**src/rtl/tap_pkg.sv**
```systemverilog
package tap_pkg;

    localparam int IR_W = 4;

    typedef enum logic [3:0] {
        ST_RESET    = 4'b1111,
        ST_IDLE     = 4'b1100,
        ST_DR_SEL   = 4'b0111,
        ST_DR_CAP   = 4'b0110,
        ST_DR_SHIFT = 4'b0010,
        ST_DR_EXIT1 = 4'b0001,
        ST_DR_PAUSE = 4'b0011,
        ST_DR_EXIT2 = 4'b0000,
        ST_DR_UPD   = 4'b0101,
        ST_IR_SEL   = 4'b0100,
        ST_IR_CAP   = 4'b1110,
        ST_IR_SHIFT = 4'b1010,
        ST_IR_EXIT1 = 4'b1001,
        ST_IR_PAUSE = 4'b1011,
        ST_IR_EXIT2 = 4'b1000,
        ST_IR_UPD   = 4'b1101
    } tap_state_e;

    typedef logic [IR_W-1:0] opcode_t;

    localparam opcode_t OP_CLAMP   = 4'b0000;
    localparam opcode_t OP_EXT     = 4'b0001;
    localparam opcode_t OP_EXT_PLS = 4'b0010;
    localparam opcode_t OP_EXT_TRN = 4'b0011;
    localparam opcode_t OP_INT     = 4'b0100;
    localparam opcode_t OP_SAMPLE  = 4'b0101;
    localparam opcode_t OP_HIGHZ   = 4'b0110;
    localparam opcode_t OP_HOST    = 4'b0111;
    localparam opcode_t OP_IDENT   = 4'b1000;
    localparam opcode_t OP_BYPASS  = 4'b1111;

    localparam opcode_t IR_CAPTURE = 4'b0001;

    typedef enum logic [1:0] {
        RET_BYPASS,
        RET_BSCAN,
        RET_HOST,
        RET_IDENT
    } ret_sel_e;

    typedef struct packed {
        logic     chain_sel;
        logic     host_sel;
        logic     force_off;
        logic     core_in;
        logic     pin_out;
        logic     pulse;
        logic     train;
        ret_sel_e ret;
    } insn_ctrl_t;

    function automatic tap_state_e tap_next(input tap_state_e s, input logic tms);
        case (s)
            ST_RESET:    return tms ? ST_RESET    : ST_IDLE;
            ST_IDLE:     return tms ? ST_DR_SEL   : ST_IDLE;
            ST_DR_SEL:   return tms ? ST_IR_SEL   : ST_DR_CAP;
            ST_DR_CAP:   return tms ? ST_DR_EXIT1 : ST_DR_SHIFT;
            ST_DR_SHIFT: return tms ? ST_DR_EXIT1 : ST_DR_SHIFT;
            ST_DR_EXIT1: return tms ? ST_DR_UPD   : ST_DR_PAUSE;
            ST_DR_PAUSE: return tms ? ST_DR_EXIT2 : ST_DR_PAUSE;
            ST_DR_EXIT2: return tms ? ST_DR_UPD   : ST_DR_SHIFT;
            ST_DR_UPD:   return tms ? ST_DR_SEL   : ST_IDLE;
            ST_IR_SEL:   return tms ? ST_RESET    : ST_IR_CAP;
            ST_IR_CAP:   return tms ? ST_IR_EXIT1 : ST_IR_SHIFT;
            ST_IR_SHIFT: return tms ? ST_IR_EXIT1 : ST_IR_SHIFT;
            ST_IR_EXIT1: return tms ? ST_IR_UPD   : ST_IR_PAUSE;
            ST_IR_PAUSE: return tms ? ST_IR_EXIT2 : ST_IR_PAUSE;
            ST_IR_EXIT2: return tms ? ST_IR_UPD   : ST_IR_SHIFT;
            ST_IR_UPD:   return tms ? ST_DR_SEL   : ST_IDLE;
            default:     return ST_RESET;
        endcase
    endfunction

    function automatic insn_ctrl_t insn_decode(input opcode_t op);
        insn_ctrl_t c;
        c = '{chain_sel: 1'b0, host_sel: 1'b0, force_off: 1'b0, core_in: 1'b0,
              pin_out: 1'b0, pulse: 1'b0, train: 1'b0, ret: RET_BYPASS};
        case (op)
            OP_CLAMP:   c.pin_out = 1'b1;
            OP_EXT:     begin c.chain_sel = 1'b1; c.pin_out = 1'b1; c.ret = RET_BSCAN; end
            OP_EXT_PLS: begin c.chain_sel = 1'b1; c.pin_out = 1'b1; c.pulse = 1'b1; c.ret = RET_BSCAN; end
            OP_EXT_TRN: begin c.chain_sel = 1'b1; c.pin_out = 1'b1; c.train = 1'b1; c.ret = RET_BSCAN; end
            OP_INT:     begin c.chain_sel = 1'b1; c.core_in = 1'b1; c.ret = RET_BSCAN; end
            OP_SAMPLE:  begin c.chain_sel = 1'b1; c.ret = RET_BSCAN; end
            OP_HIGHZ:   begin c.force_off = 1'b1; c.pin_out = 1'b1; end
            OP_HOST:    begin c.host_sel = 1'b1; c.ret = RET_HOST; end
            OP_IDENT:   c.ret = RET_IDENT;
            default:    c.ret = RET_BYPASS;
        endcase
        return c;
    endfunction

endpackage

```
**src/rtl/tap_fsm.sv**
```systemverilog
module tap_fsm
    import tap_pkg::*;
(
    input  logic       tck,
    input  logic       rst,
    input  logic       tms,
    output tap_state_e state
);
    always_ff @(posedge tck) begin
        if (rst) state <= ST_RESET;
        else     state <= tap_next(state, tms);
    end
endmodule

```
**src/rtl/tap_ir.sv**
```systemverilog
module tap_ir
    import tap_pkg::*;
(
    input  logic       tck,
    input  logic       rst,
    input  tap_state_e state,
    input  logic       tdi,
    output logic       ir_lsb,
    output opcode_t    active_op
);
    opcode_t shift_q;

    // capture and shift on the rising edge
    always_ff @(posedge tck) begin
        if (rst) begin
            shift_q <= IR_CAPTURE;
        end else if (state == ST_IR_CAP) begin
            shift_q <= IR_CAPTURE;
        end else if (state == ST_IR_SHIFT) begin
            shift_q <= {tdi, shift_q[IR_W-1:1]};
        end
    end

    // the active instruction moves only on the falling edge
    always_ff @(negedge tck) begin
        if (rst || state == ST_RESET) active_op <= OP_IDENT;
        else if (state == ST_IR_UPD)  active_op <= shift_q;
    end

    assign ir_lsb = shift_q[0];
endmodule

```
**src/rtl/tap_data_regs.sv**
```systemverilog
module tap_data_regs
    import tap_pkg::*;
#(
    parameter int          ID_W     = 32,
    parameter logic [ID_W-1:0] ID_VALUE = 32'h0000_0001
) (
    input  logic       tck,
    input  logic       rst,
    input  tap_state_e state,
    input  logic       tdi,
    output logic       bypass_lsb,
    output logic       ident_lsb
);
    logic            bypass_q;
    logic [ID_W-1:0] ident_q;

    always_ff @(posedge tck) begin
        if (rst) begin
            bypass_q <= 1'b0;
            ident_q  <= ID_VALUE;
        end else if (state == ST_DR_CAP) begin
            bypass_q <= 1'b0;
            ident_q  <= ID_VALUE;
        end else if (state == ST_DR_SHIFT) begin
            bypass_q <= tdi;
            ident_q  <= {tdi, ident_q[ID_W-1:1]};
        end
    end

    assign bypass_lsb = bypass_q;
    assign ident_lsb  = ident_q[0];
endmodule

```
**src/rtl/tap_bscan_ctrl.sv**
```systemverilog
module tap_bscan_ctrl
    import tap_pkg::*;
#(
    parameter logic [3:0]  ID_VERSION = 4'h0,
    parameter logic [15:0] ID_PART    = 16'h0000,
    parameter logic [10:0] ID_MFR     = 11'h000
) (
    input  logic       tck,
    input  logic       trst,
    input  logic       tms,
    input  logic       tdi,
    input  logic       bscan_ret_i,
    input  logic       ijtag_ret_i,
    output logic       tdo,
    output logic       tdo_en,
    output logic       bscan_sel,
    output logic       ijtag_sel,
    output logic       bs_force_off,
    output logic       bs_core_in,
    output logic       bs_pin_out,
    output logic       bs_pulse,
    output logic       bs_train,
    output logic       cap_dr_en,
    output logic       shift_dr_en,
    output logic       upd_dr_en,
    output logic       tlr_n,
    output logic [3:0] fsm_code
);
    localparam int              ID_W     = $bits(ID_VERSION) + $bits(ID_PART) + $bits(ID_MFR) + 1;
    localparam logic [ID_W-1:0] ID_VALUE = {ID_VERSION, ID_PART, ID_MFR, 1'b1};

    tap_state_e state;
    opcode_t    active_op;
    insn_ctrl_t ctl;
    logic       ir_lsb, bypass_lsb, ident_lsb;
    logic       dr_bit, out_bit, shifting;

    tap_fsm u_fsm (
        .tck   (tck),
        .rst   (trst),
        .tms   (tms),
        .state (state)
    );

    tap_ir u_ir (
        .tck       (tck),
        .rst       (trst),
        .state     (state),
        .tdi       (tdi),
        .ir_lsb    (ir_lsb),
        .active_op (active_op)
    );

    tap_data_regs #(.ID_W(ID_W), .ID_VALUE(ID_VALUE)) u_dr (
        .tck        (tck),
        .rst        (trst),
        .state      (state),
        .tdi        (tdi),
        .bypass_lsb (bypass_lsb),
        .ident_lsb  (ident_lsb)
    );

    assign ctl = insn_decode(active_op);

    always_comb begin
        case (ctl.ret)
            RET_BSCAN: dr_bit = bscan_ret_i;
            RET_HOST:  dr_bit = ijtag_ret_i;
            RET_IDENT: dr_bit = ident_lsb;
            default:   dr_bit = bypass_lsb;
        endcase
    end

    assign out_bit  = (state == ST_IR_SHIFT) ? ir_lsb : dr_bit;
    assign shifting = (state == ST_IR_SHIFT) || (state == ST_DR_SHIFT);

    // serial output is retimed to the falling edge
    always_ff @(negedge tck) begin
        if (trst) begin
            tdo    <= 1'b0;
            tdo_en <= 1'b0;
        end else begin
            tdo    <= out_bit;
            tdo_en <= shifting;
        end
    end

    assign bscan_sel    = ctl.chain_sel;
    assign ijtag_sel    = ctl.host_sel;
    assign bs_force_off = ctl.force_off;
    assign bs_core_in   = ctl.core_in;
    assign bs_pin_out   = ctl.pin_out;
    assign bs_pulse     = ctl.pulse;
    assign bs_train     = ctl.train;

    assign cap_dr_en   = (state == ST_DR_CAP);
    assign shift_dr_en = (state == ST_DR_SHIFT);
    assign upd_dr_en   = (state == ST_DR_UPD);
    assign tlr_n       = (state != ST_RESET);
    assign fsm_code    = state;
endmodule

```
**config.mk**
```make
export PLATFORM = sky130hd
export DESIGN_NAME = tap_bscan_ctrl
export DESIGN_NICKNAME = d
export VERILOG_FILES = /design/src/rtl/tap_pkg.sv /design/src/rtl/tap_fsm.sv /design/src/rtl/tap_ir.sv /design/src/rtl/tap_data_regs.sv /design/src/rtl/tap_bscan_ctrl.sv
export SDC_FILE = /design/constraint.sdc
export NUM_CORES = 1
export LEC_CHECK = 0
export BUFFER_PORTS_ARGS = -buffer_cell sky130_fd_sc_hd__clkbuf_2
export CORE_MARGIN = 1
export CORE_UTILIZATION = 40
export DETAILED_ROUTE_END_ITERATION = 8
export PLACE_DENSITY = 0.63
export SLEW_MARGIN = 10
export SYNTH_ARGS = -nofsm -noshare
export SYNTH_HDL_FRONTEND = slang
export SYNTH_SLANG_ARGS = --single-unit
```
**constraint.sdc**
```tcl
create_clock -name tck -period 2.1 [get_ports tck]
set_clock_uncertainty 0.15 [all_clocks]
set_input_delay 0.21 -clock tck [delete_from_list [all_inputs] [get_ports tck]]
set_output_delay 0.21 -clock tck [all_outputs]
set_load 0.05 [all_outputs]
```
==> flow_summary.ini <==
[setup_path]
critical_path_cell_count = 4
start_kind = register
crit_arrival_ns = 2.34
worstPathBufferInverterCount = 2
slowest_stage = dfxtp_4
worstSetupPathType = register to primary output
worstSetupEndpointType = primary output
required_ns = 1.74
ff2ff_path_depth = 4
cp_slowest_stage_delay_ns = 0.37
critical_path.cell_chain = buf_6 -> a21oi_4 -> nor2b_4 -> buf_8
critPathMaxFanout = 6
cp_top_family = flip-flops

[logic_synthesis]
yosysSeqAreaShare_pct = 46.8
syn-cell-area_mm2 = 0.00197
synth_simple_gate_area_share_pct = 23.1
synth_cell_type_count = 37
synth.net_count = 237
synth_fa_ha_area_share_pct = 0
ys_ff_latch = 46
synth_compound_area_share_pct = 19.2
syn_avg_cell_area_um2 = 8.53
ys_warn_count = 0
synth_xor_area_share_pct = 0.445
synth_top_family_by_area = simple AND/OR/NAND/NOR gates
synthCells = 231
muxShareOfSynthArea_pct = 3.05

[power_and_ir_drop]
p_leak_uw = 0.00105
swShare_pct = 29.0
power.density_mw_per_mm2 = 661
vdd_ir_drop_max_mv = 0.259
comb_power_share_pct = 18.4
intPower_uw = 1290
p_clk_share_pct = 31.2
totalPowerFinal_uw = 1810
p_seq_share_pct = 50.4
p_switching_uw = 525

[layout]
final_util_pct = 58.0
drive_gt1_share_pct = 41.5
layout.cells.non_filler = 351
diodes = 0
final_area_mm2 = 0.00274
finalNetCount = 289
fillers = 417
syn2layout_area_growth_pct = 39.0

[route]
drt_iter0_markers = 85
drtPass1Iterations = 4
wl_um = 4220
vias = 1689
ant_nets = 0
route.detailed.wl_per_inst_um = 12.0
routed_via_density = 4.81
drcViolationCount = 0

[sta]
rsz0062_at_grt = true
holdWs_ns = 0.0135
maxSlewHeadroom_pct = 78.0
tightestPinTransition_ns = 0.329
setup_slack_ns = -0.597
hold_violations = 0
drv_slew = 0
final-setup-viol-count = 14

[outcome]
failed_checks = setup timing
status = finished, violations left

[placement]
place_inst = 332
routabilityCongestion = 0.815
io_buffers = 22
dpl.hpwl_um = 2640
dpl_cell_area_mm2 = 0.00239

[run]
cap_violations = 0

[clocking]
clock_sinks = 46
clk_latency_ns = 0.36
htree_num_levels = 2
root_buffer = clkbuf_8
cts_tree = done
numCtsBuffers = 5
ctsHoldBuffers = 0
cts.clk_slew.worst_paths_ns = 0.08
cts_max_path_buffers = 2

[min_path]
hp-class = primary input to register
hold_depth = 3

[global_routing]
grt_max_degree = 33
track_usage_pct = 16.7
grt_pass1_wl_um = 6800
grt_pass1_vias = 1427
antenna_found_initial = 0
overflow = 0

[die]
start_util_pct = 41.7
num_rows = 25
ios = 23
core_mm2 = 0.00472
dieHeight_um = 72.2
die_area_mm2 = 0.00521
dieWidth_um = 72.2
==> cell families after synthesis <==
family,after synthesis
mux,6
simple gates,104
compound gates,50
xor+xnor,1
buf+inv,24
flops,46
==> flip-flops by register name, indices dropped and copies added, names as in the netlist <==
| register | count |
|---|---|
| u_ir.shift_q | 4 |
| tdo | 1 |
| u_ir.active_op | 4 |
| u_dr.ident_q | 32 |
| tdo_en | 1 |
| u_fsm.state | 4 |
==> power by group through the flow <==
stage / clock network (µW) / registers (µW) / logic [µW]
after detailed placement: 20.7 / 927 / 290
final: 565 / 912 / 333
after floorplan: 20.7 / 970 / 153
after global placement: 20.7 / 927 / 288
after global routing: 634 / 915 / 357
after CTS: 583 / 908 / 316
==> layout make-up <==
cell class | count | area [µm²] | share of cell area [%]
multi-input cells | 161 | 1040 | 38.1
flip-flops and latches | 46 | 948 | 34.6
repair buffers | 57 | 528 | 19.3
well taps | 67 | 83.8 | 3.06
clock buffers | 6 | 72.6 | 2.65
clock inverters | 8 | 33.8 | 1.23
inverters | 5 | 23.8 | 0.868
repair inverters | 1 | 5.00 | 0.183
==> routing by layer <==
metal	global-route usage, %	wire length (µm)
met5	0	0
met3	4.58	128
met4	6.54	51
met1	23.2	1990
met2	24.6	2050
==> worst reg2reg max path, stage by stage, from the launching register on <==
cell and delay [ns]:
dfxtp_4 0.36, nand2b_4 0.14, or3b_4 0.40, nor2_1 0.13, a311oi_2 0.06
==> synth_stat cells <==
library cell  instances  area, µm²
nand2b_2              1       8.76
buf_4                 2       15.0
nor2_1               12       45.0
a21oi_2              21        184
nand3b_1              1       7.51
o211ai_1              1       7.51
o221ai_1              1       8.76
clkbuf_1              5       18.8
nor2b_1               1       6.26
and2b_1               2       15.0
clkinv_4              1       8.76
buf_6                 5       56.3
a2bb2oi_1             1       8.76
a211o_1               3       26.3
inv_1                 5       18.8
nand2_1              68        255
a32oi_1               1       8.76
xnor2_1               1       8.76
nor3b_1               2       15.0
nand4_1               1       6.26
or3b_1                1       8.76
nor3_1                5       25.0
o21bai_1              2       15.0
or2_2                 1       6.26
or3_1                 1       6.26
a21boi_0              2       15.0
o21ai_0               3       15.0
nand3_1               3       15.0
a311oi_1              1       8.76
a21oi_1              12       60.1
a311o_1               1       10.0
mux2i_1               6       60.1
and3b_1               1       8.76
nand2b_1              4       25.0
buf_2                 6       30.0
dfxtp_1              46        921
a21bo_2               1       10.0
==> placed cells by master (no fill, tap or decap), types with 3 or more instances in the layout <==
cell type  instances
nand2_1           67
dfxtp_1           36
buf_4             25
a21oi_2           21
clkbuf_2          12
inv_1             10
a21oi_1           10
nor2_1             9
buf_6              9
buf_8              8
mux2i_1            6
clkbuf_8           6
dfxtp_4            6
dfxtp_2            4
nand2b_4           3
o21ai_0            3
a211o_1            3
nor3_4             3
==> worst paths after layout <==
check                                                    start                            end  slack [ns]
worst max-delay path            u_ir.active_op[1]$_SDFFE_NP0P_                      bscan_sel       -0.60
worst max register to register       u_fsm.state[0]$_SDFF_PP1_                 tdo$_SDFF_NP0_       -0.27
worst min register to register    u_dr.ident_q[3]$_SDFFE_PP0P_   u_dr.ident_q[2]$_SDFFE_PP0P_        0.30
worst min-delay path                                       tdi  u_dr.ident_q[31]$_SDFFE_PP0P_        0.01
==> metrics by stage <==
step                      setup slack (ns)  TNS [ns]
after CTS                           -0.613     -5.08
final                               -0.597     -4.82
after global routing                -0.657     -5.41
after floorplan                     -0.697    -21.73
after global placement              -0.393     -3.69
after detailed placement            -0.415     -3.92
==> what timing repair did <==
action | in CTS | in global routing
pin swaps | 9 | 5
cloned | 0 | 1
endpoints found under the setup margin | 15 | 16
setup buffers | 3 | 2
gates resized for setup | 36 | 20
(Power assumes the default switching activity.)
